$ cat src/rtl/fsr_pkg.sv
package fsr_pkg;

    localparam int PH_N = 4;
    localparam int PH_W = $clog2(PH_N);

    typedef enum logic [1:0] {
        ST_SEARCH     = 2'd0,
        ST_SYNC_CHECK = 2'd1,
        ST_DATA       = 2'd2
    } fsr_state_e;

    // Result of scanning one period of phase samples for a rising edge.
    typedef struct packed {
        logic            hit;   // a 0->1 transition was seen
        logic            late;  // chosen phase falls in the next period
        logic [PH_W-1:0] pick;  // phase two quarter-periods after the edge
    } edge_info_t;

    // Earliest rising transition wins; ext[0] is the last sample of the
    // previous period so an edge right at phase 0 is also caught.
    function automatic edge_info_t locate_edge(input logic prev,
                                               input logic [PH_N-1:0] s);
        edge_info_t      r;
        logic [PH_N:0]   ext;
        r   = '0;
        ext = {s, prev};
        for (int k = 0; k < PH_N; k++) begin
            if (!r.hit && ext[k+1] && !ext[k]) begin
                r.hit  = 1'b1;
                r.late = (k >= PH_N / 2);
                r.pick = PH_W'((k + PH_N / 2) % PH_N);
            end
        end
        return r;
    endfunction

endpackage

$ cat src/rtl/fsr_edge_finder.sv
module fsr_edge_finder
    import fsr_pkg::*;
(
    input  logic            prev_i,
    input  logic [PH_N-1:0] smp_i,
    output edge_info_t      info_o
);
    assign info_o = locate_edge(prev_i, smp_i);
endmodule

$ cat src/rtl/fsr_phase_tap.sv
module fsr_phase_tap
    import fsr_pkg::*;
(
    input  logic [PH_N-1:0] smp_i,
    input  logic [PH_W-1:0] sel_i,
    output logic            bit_o
);
    assign bit_o = smp_i[sel_i];
endmodule

$ cat src/rtl/fsr_framer.sv
module fsr_framer
    import fsr_pkg::*;
#(
    parameter int SYNC_W = 16,
    parameter int WORD_W = 8,
    parameter int FLEN_W = 8
) (
    input  logic              clk,
    input  logic              rst,
    input  edge_info_t        edge_i,
    input  logic              tap_cur_i,   // sample on the held phase
    input  logic              tap_new_i,   // sample on the phase just picked
    input  logic [SYNC_W-1:0] sync_pat_i,
    input  logic [FLEN_W-1:0] frame_words_i,
    output logic [PH_W-1:0]   phase_o,
    output logic [WORD_W-1:0] data_o,
    output logic              data_vld_o,
    output logic              sync_found_o
);
    localparam int CNT_MAX = (SYNC_W > WORD_W) ? SYNC_W : WORD_W;
    localparam int CNT_W   = $clog2(CNT_MAX + 1);

    fsr_state_e         st_q, st_n;
    logic [PH_W-1:0]    ph_q, ph_n;
    logic [CNT_W-1:0]   cnt_q, cnt_n;
    logic [SYNC_W-1:0]  sh_q, sh_n;
    logic [WORD_W-1:0]  word_q, word_n;
    logic [FLEN_W-1:0]  wcnt_q, wcnt_n;
    logic [WORD_W-1:0]  data_q, data_n;
    logic               vld_q, vld_n;
    logic               found_q, found_n;

    always_comb begin
        st_n    = st_q;
        ph_n    = ph_q;
        cnt_n   = cnt_q;
        sh_n    = sh_q;
        word_n  = word_q;
        wcnt_n  = wcnt_q;
        data_n  = data_q;
        vld_n   = 1'b0;
        found_n = 1'b0;
        unique case (st_q)
            ST_SEARCH: begin
                if (edge_i.hit) begin
                    st_n = ST_SYNC_CHECK;
                    ph_n = edge_i.pick;
                    if (edge_i.late) begin
                        sh_n  = '0;
                        cnt_n = '0;
                    end else begin
                        sh_n  = SYNC_W'(tap_new_i);
                        cnt_n = CNT_W'(1);
                    end
                end
            end
            ST_SYNC_CHECK: begin
                sh_n  = {sh_q[SYNC_W-2:0], tap_cur_i};
                cnt_n = CNT_W'(cnt_q + 1'b1);
                if (cnt_n == CNT_W'(SYNC_W)) begin
                    cnt_n = '0;
                    if (sh_n == sync_pat_i) begin
                        found_n = 1'b1;
                        wcnt_n  = '0;
                        word_n  = '0;
                        st_n    = (frame_words_i == '0) ? ST_SEARCH : ST_DATA;
                    end else begin
                        st_n = ST_SEARCH;
                    end
                end
            end
            ST_DATA: begin
                word_n = {word_q[WORD_W-2:0], tap_cur_i};
                cnt_n  = CNT_W'(cnt_q + 1'b1);
                if (cnt_n == CNT_W'(WORD_W)) begin
                    cnt_n  = '0;
                    data_n = word_n;
                    vld_n  = 1'b1;
                    wcnt_n = FLEN_W'(wcnt_q + 1'b1);
                    if (wcnt_n == frame_words_i) begin
                        st_n = ST_SEARCH;
                    end
                end
            end
            default: st_n = ST_SEARCH;
        endcase
    end

    always_ff @(posedge clk) begin
        if (rst) begin
            st_q    <= ST_SEARCH;
            ph_q    <= '0;
            cnt_q   <= '0;
            sh_q    <= '0;
            word_q  <= '0;
            wcnt_q  <= '0;
            data_q  <= '0;
            vld_q   <= 1'b0;
            found_q <= 1'b0;
        end else begin
            st_q    <= st_n;
            ph_q    <= ph_n;
            cnt_q   <= cnt_n;
            sh_q    <= sh_n;
            word_q  <= word_n;
            wcnt_q  <= wcnt_n;
            data_q  <= data_n;
            vld_q   <= vld_n;
            found_q <= found_n;
        end
    end

    assign phase_o      = ph_q;
    assign data_o       = data_q;
    assign data_vld_o   = vld_q;
    assign sync_found_o = found_q;
endmodule

$ cat src/rtl/frame_sync_rx.sv
module frame_sync_rx
    import fsr_pkg::*;
#(
    parameter int SYNC_W = 16,
    parameter int WORD_W = 8,
    parameter int FLEN_W = 8
) (
    input  logic              clk,
    input  logic              rst,
    input  logic [3:0]        smp_i,
    input  logic [SYNC_W-1:0] sync_pat_i,
    input  logic [FLEN_W-1:0] frame_words_i,
    output logic [WORD_W-1:0] data_o,
    output logic              data_vld_o,
    output logic              sync_found_o,
    output logic [1:0]        phase_o
);
    logic            last_q;
    edge_info_t      edge_w;
    logic [PH_W-1:0] ph_w;
    logic [1:0]      tap_w;
    logic [PH_W-1:0] sel_w [2];

    // Last phase of the previous period, needed to see an edge at phase 0.
    always_ff @(posedge clk) begin
        if (rst) last_q <= 1'b0;
        else     last_q <= smp_i[PH_N-1];
    end

    fsr_edge_finder i_edge (
        .prev_i (last_q),
        .smp_i  (smp_i),
        .info_o (edge_w)
    );

    assign sel_w[0] = ph_w;
    assign sel_w[1] = edge_w.pick;

    // Tap 0 follows the held phase, tap 1 the phase being picked now.
    for (genvar g = 0; g < 2; g++) begin : g_tap
        fsr_phase_tap i_tap (
            .smp_i (smp_i),
            .sel_i (sel_w[g]),
            .bit_o (tap_w[g])
        );
    end

    fsr_framer #(
        .SYNC_W (SYNC_W),
        .WORD_W (WORD_W),
        .FLEN_W (FLEN_W)
    ) i_framer (
        .clk           (clk),
        .rst           (rst),
        .edge_i        (edge_w),
        .tap_cur_i     (tap_w[0]),
        .tap_new_i     (tap_w[1]),
        .sync_pat_i    (sync_pat_i),
        .frame_words_i (frame_words_i),
        .phase_o       (ph_w),
        .data_o        (data_o),
        .data_vld_o    (data_vld_o),
        .sync_found_o  (sync_found_o)
    );

    assign phase_o = ph_w;
endmodule

$ cat config.mk
export PLATFORM = sky130hd
export DESIGN_NAME = frame_sync_rx
export DESIGN_NICKNAME = d
export VERILOG_FILES = /design/src/rtl/fsr_pkg.sv /design/src/rtl/fsr_edge_finder.sv /design/src/rtl/fsr_phase_tap.sv /design/src/rtl/fsr_framer.sv /design/src/rtl/frame_sync_rx.sv
export SDC_FILE = /design/constraint.sdc
export NUM_CORES = 1
export LEC_CHECK = 0
export ABC_AREA = 1
export BUFFER_PORTS_ARGS = -buffer_cell sky130_fd_sc_hd__clkbuf_2
export CAP_MARGIN = 5
export CORE_UTILIZATION = 40
export DETAILED_ROUTE_END_ITERATION = 6
export PLACE_DENSITY = 0.63
export RECOVER_POWER = 25
export SETUP_SLACK_MARGIN = 0.05
export SLEW_MARGIN = 20
export SYNTH_ARGS = -nofsm -noshare
export SYNTH_HDL_FRONTEND = slang
export SYNTH_SLANG_ARGS = --single-unit
$ cat constraint.sdc
create_clock -name clk -period 2.4 [get_ports clk]
set_input_delay 0.12 -clock clk [delete_from_list [all_inputs] [get_ports clk]]
set_output_delay 0.12 -clock clk [all_outputs]
set_load 0.01 [all_outputs]
==> flow_metrics.env <==
export IMPL_layout_drive_gt1_share_pct=22.6
export IMPL_critical_path_max_stage_delay_ps=340
export IMPL_path_clk_slew_ps=90
export IMPL_cts_max_level=2
export IMPL_synth_area_mux_share_pct=0
export IMPL_detail_route_iter0_violations=129
export IMPL_grt_overflow_total=0
export IMPL_regToRegEndpoint="i_framer.cnt_q[2]"
export IMPL_layout_area_overhead_vs_synth_pct=11.2
export IMPL_drt_total_wl_um=6150
export IMPL_timing_rr_start="last_q"
export IMPL_initial_standard_cell_utilization_of_the_core_pct=41.8
export IMPL_core_area_um2=6830
export IMPL_p_switching_w=0.00119
export IMPL_setup_viol_count_final=0
export IMPL_critical_path_slowest_cell="sky130_fd_sc_hd__clkinvlp_2"
export IMPL_std_cell_rows=30
export IMPL_post_synth_xor_area_fraction_pct=6.96
export IMPL_insertedDiodeCount=0
export IMPL_port_buffers=41
export IMPL_num_ports=42
export IMPL_run_status="finished clean"
export IMPL_drt_pass1_iterations=4
export IMPL_cts_buffer_depth=2
export IMPL_synth_avg_cell_area_um2=7.46
export IMPL_grt_usage_pct=17.1
export IMPL_synth_commonest_cells="sky130_fd_sc_hd__nand2_1 (69), sky130_fd_sc_hd__dfxtp_1 (50), sky130_fd_sc_hd__nand3_1 (43), sky130_fd_sc_hd__a21oi_1 (32), sky130_fd_sc_hd__inv_1 (30)"
export IMPL_tritoncts="built"
export IMPL_internal_power_contribution_w=0.00159
export IMPL_die_height_um=86.5
export IMPL_synth_nets=420
export IMPL_worst_hold_path_num_cells=3
export IMPL_netlist_area_leader_share_pct=35.0
export IMPL_fin_setup_tns_ps=0
export IMPL_fp_dieArea_um2=7490
export IMPL_final_period_utilization_pct=82.6
export IMPL_yosysSeqAreaShare_pct=35.0
export IMPL_antenna_violating_nets_post_route=0
export IMPL_finalHoldWorstSlack_ps=64.7
export IMPL_synth_top_family_by_area="simple AND/OR/NAND/NOR gates"
export IMPL_top_flip_flop_cell_by_instance_count_after_synthesis="sky130_fd_sc_hd__dfxtp_1"
export IMPL_die_width_um=86.5
export IMPL_worst_ep_arrival_time_ps=2140
export IMPL_synth_adder_area_share_pct=3.06
export IMPL_num_nets_final=457
export IMPL_timing_reg2reg_setup_slack_ps=420
export IMPL_report_final_slew_viol_count=0
export IMPL_power_leakage_nw=1.28
export IMPL_min_from="smp_i[3]"
export IMPL_vias=2514
export IMPL_syn_inst=383
export IMPL_avgViaCountPerCell=4.86
export IMPL_timing_critical_path_cells="o21ai_0, clkinvlp_2, nand2_2, nand2_2, inv_2, nand3_4, inv_2, nor2_4, o21ai_0, nor2_1"
export IMPL_synth_most_common_cell="sky130_fd_sc_hd__nand2_1"
export IMPL_timing_final_hold_violations=0
export IMPL_synth_area_um2=2860
export IMPL_cts_root_buf="sky130_fd_sc_hd__clkbuf_8"
export IMPL_synth_cell_types=38
export IMPL_power_density_cell_area_nw_per_um2=875
export IMPL_cts_inserted_buffers=5
export IMPL_power_share_combinational_pct=43.9
export IMPL_globalplace_congestion=0.814
export IMPL_finalInstanceArea_um2=3180
export IMPL_hold_buffers=0
export IMPL_power_switching_fraction_pct=42.8
export IMPL_tightest_slew_ps=773
export IMPL_min_path_type="in -> reg"
export IMPL_critPathLaunchType="flop"
export IMPL_synth_area_leader_cell="sky130_fd_sc_hd__dfxtp_1"
export IMPL_synth_edf_count=0
export IMPL_fin_util_pct=46.5
export IMPL_grt_max_degree=21
export IMPL_grt_setup_unrepaired="false"
export IMPL_max_freq_mhz=504
export IMPL_ys_warn_count=0
export IMPL_worst_clock_skew_ps=12.8
export IMPL_fin_crit_ps=1980
export IMPL_hpwl_um=4610
export IMPL_routed_length_per_placed_instance_um=11.9
export IMPL_post_placement_cell_area_um2=3110
export IMPL_max_slew_margin_pct=48.5
export IMPL_startpoint="last_q"
export IMPL_vdd_drop_max_mv=0.463
export IMPL_worst_r2r_path_depth=10
export IMPL_post_synth_simple_gate_area_pct=33.1
export IMPL_pwr_share_seq_pct=38.2
export IMPL_nFillCells=721
export IMPL_portion_of_total_power_attributed_to_the_clock_network_pct=17.9
export IMPL_max_cap_violations=0
export IMPL_synth_async_reset_ratio_pct=0
export IMPL_grt_pass1_vias=2229
export IMPL_number_of_antenna_violations_at_the_first_check_in_global_routing=0
export IMPL_final_power_w=0.00278
export IMPL_post_route_drc_count=0
export IMPL_number_of_synthesized_register_bits=50
export IMPL_grt_pass1_wl_um=10300
export IMPL_post_cts_buffers=0
export IMPL_cts_sinks=50
export IMPL_largest_fanout_of_any_net_on_the_critical_path=16
export IMPL_synth_compound_gate_area_share_pct=13.2
export IMPL_min_to="last_q"
export IMPL_synth_area_leaders="sky130_fd_sc_hd__dfxtp_1 (35%), sky130_fd_sc_hd__nand2_1 (9.1%), sky130_fd_sc_hd__nand3_1 (7.5%)"
export IMPL_post_cts_resized_instances=0
export IMPL_cp_end_kind="flop"
export IMPL_clk_latency_ps=310
export IMPL_setup_worst_path_class="reg -> reg"
export IMPL_cp_data_required_time_ps=2560
power by group through the flow:
stage / combinational [W] / clock [W] / sequential, W
2_1_floorplan: 0.00107 / 0 / 0.00106
3_3_place_gp: 0.00120 / 0 / 0.00108
3_5_place_dp: 0.00122 / 0 / 0.00108
4_1_cts: 0.00123 / 0.000520 / 0.00106
5_1_grt: 0.00136 / 0.000547 / 0.00108
6_report: 0.00122 / 0.000497 / 0.00106
cells by family (layout without fill, tap and decap cells):
logic type | Yosys count | count (layout)
AND/OR/NAND/NOR | 189 | 189
buffers and inverters | 53 | 91
flip-flops | 50 | 50
AO/OA/AOI/OAI | 63 | 63
XOR/XNOR | 21 | 21
adder cells (fa/ha/maj) | 7 | 7
state kept, by name, summed over array words and instances (netlist names):
signal and flops:
last_q 1, i_framer.sh_q 15, i_framer.cnt_q 5, i_framer.data_vld_o 1, i_framer.st_q 2, i_framer.sync_found_o 1
i_framer.phase_o 2, i_framer.word_q 7, i_framer.data_o 8, i_framer.wcnt_q 8
area by class of cell:
class / instances / area [um2] / share of cell area, %
Clock inverter: 1 / 5.00 / 0.158
Sequential cell: 50 / 1000 / 31.5
Inverter: 40 / 154 / 4.84
Clock buffer: 7 / 86.3 / 2.72
Multi-Input combinational cell: 280 / 1610 / 50.6
Tap cell: 96 / 120 / 3.78
Timing Repair Buffer: 43 / 204 / 6.42
critical path: cells and delay by family, from the launching register on:
family / cells / cell delay (ps)
buffers and inverters: 3 / 560
AND/OR/NAND/NOR: 5 / 560
flip-flops: 1 / 310
AO/OA/AOI/OAI: 2 / 390
per-layer routing:
metal / routed length [um] / up-vias / track usage (%)
met1: 3090 / 1128 / 24.1
met4: 76 / 0 / 5.45
met2: 2740 / 46 / 26.6
met3: 239 / 7 / 2.95
met5: 0 / - / 0
li1: - / 1333 / -
placed cells by master, fill, tap and decap left out, types with 3 or more instances in the layout:
master,instances
sky130_fd_sc_hd__o21ai_0,11
sky130_fd_sc_hd__nand2_1,69
sky130_fd_sc_hd__nor3_1,6
sky130_fd_sc_hd__nand2_2,21
sky130_fd_sc_hd__o21ai_1,4
sky130_fd_sc_hd__clkbuf_8,6
sky130_fd_sc_hd__nor2_2,3
sky130_fd_sc_hd__nand4_1,11
sky130_fd_sc_hd__inv_1,30
sky130_fd_sc_hd__ha_1,7
sky130_fd_sc_hd__nor3_2,3
sky130_fd_sc_hd__clkbuf_2,28
sky130_fd_sc_hd__xnor2_1,18
sky130_fd_sc_hd__inv_2,7
sky130_fd_sc_hd__nor2_1,23
sky130_fd_sc_hd__a21oi_1,32
sky130_fd_sc_hd__a21oi_2,10
sky130_fd_sc_hd__dfxtp_1,50
sky130_fd_sc_hd__nand3_1,43
sky130_fd_sc_hd__clkbuf_1,14
how the worst max path moves through the flow:
stage	end	cells after the start
after CTS	i_framer.data_o[0]	8
after global routing	i_framer.data_o[1]	8
final	i_framer.cnt_q[2]	10
after floorplan	i_framer.word_q[3]	9
after detailed placement	i_framer.data_o[0]	8
after global placement	i_framer.data_o[1]	8
stage by stage:
stage	worst slack [ps]	cells
after floorplan	739	383
after detailed placement	453	509
final	417	517
after global placement	452	509
after CTS	429	517
after global routing	206	517
(Power assumes the default switching activity.)
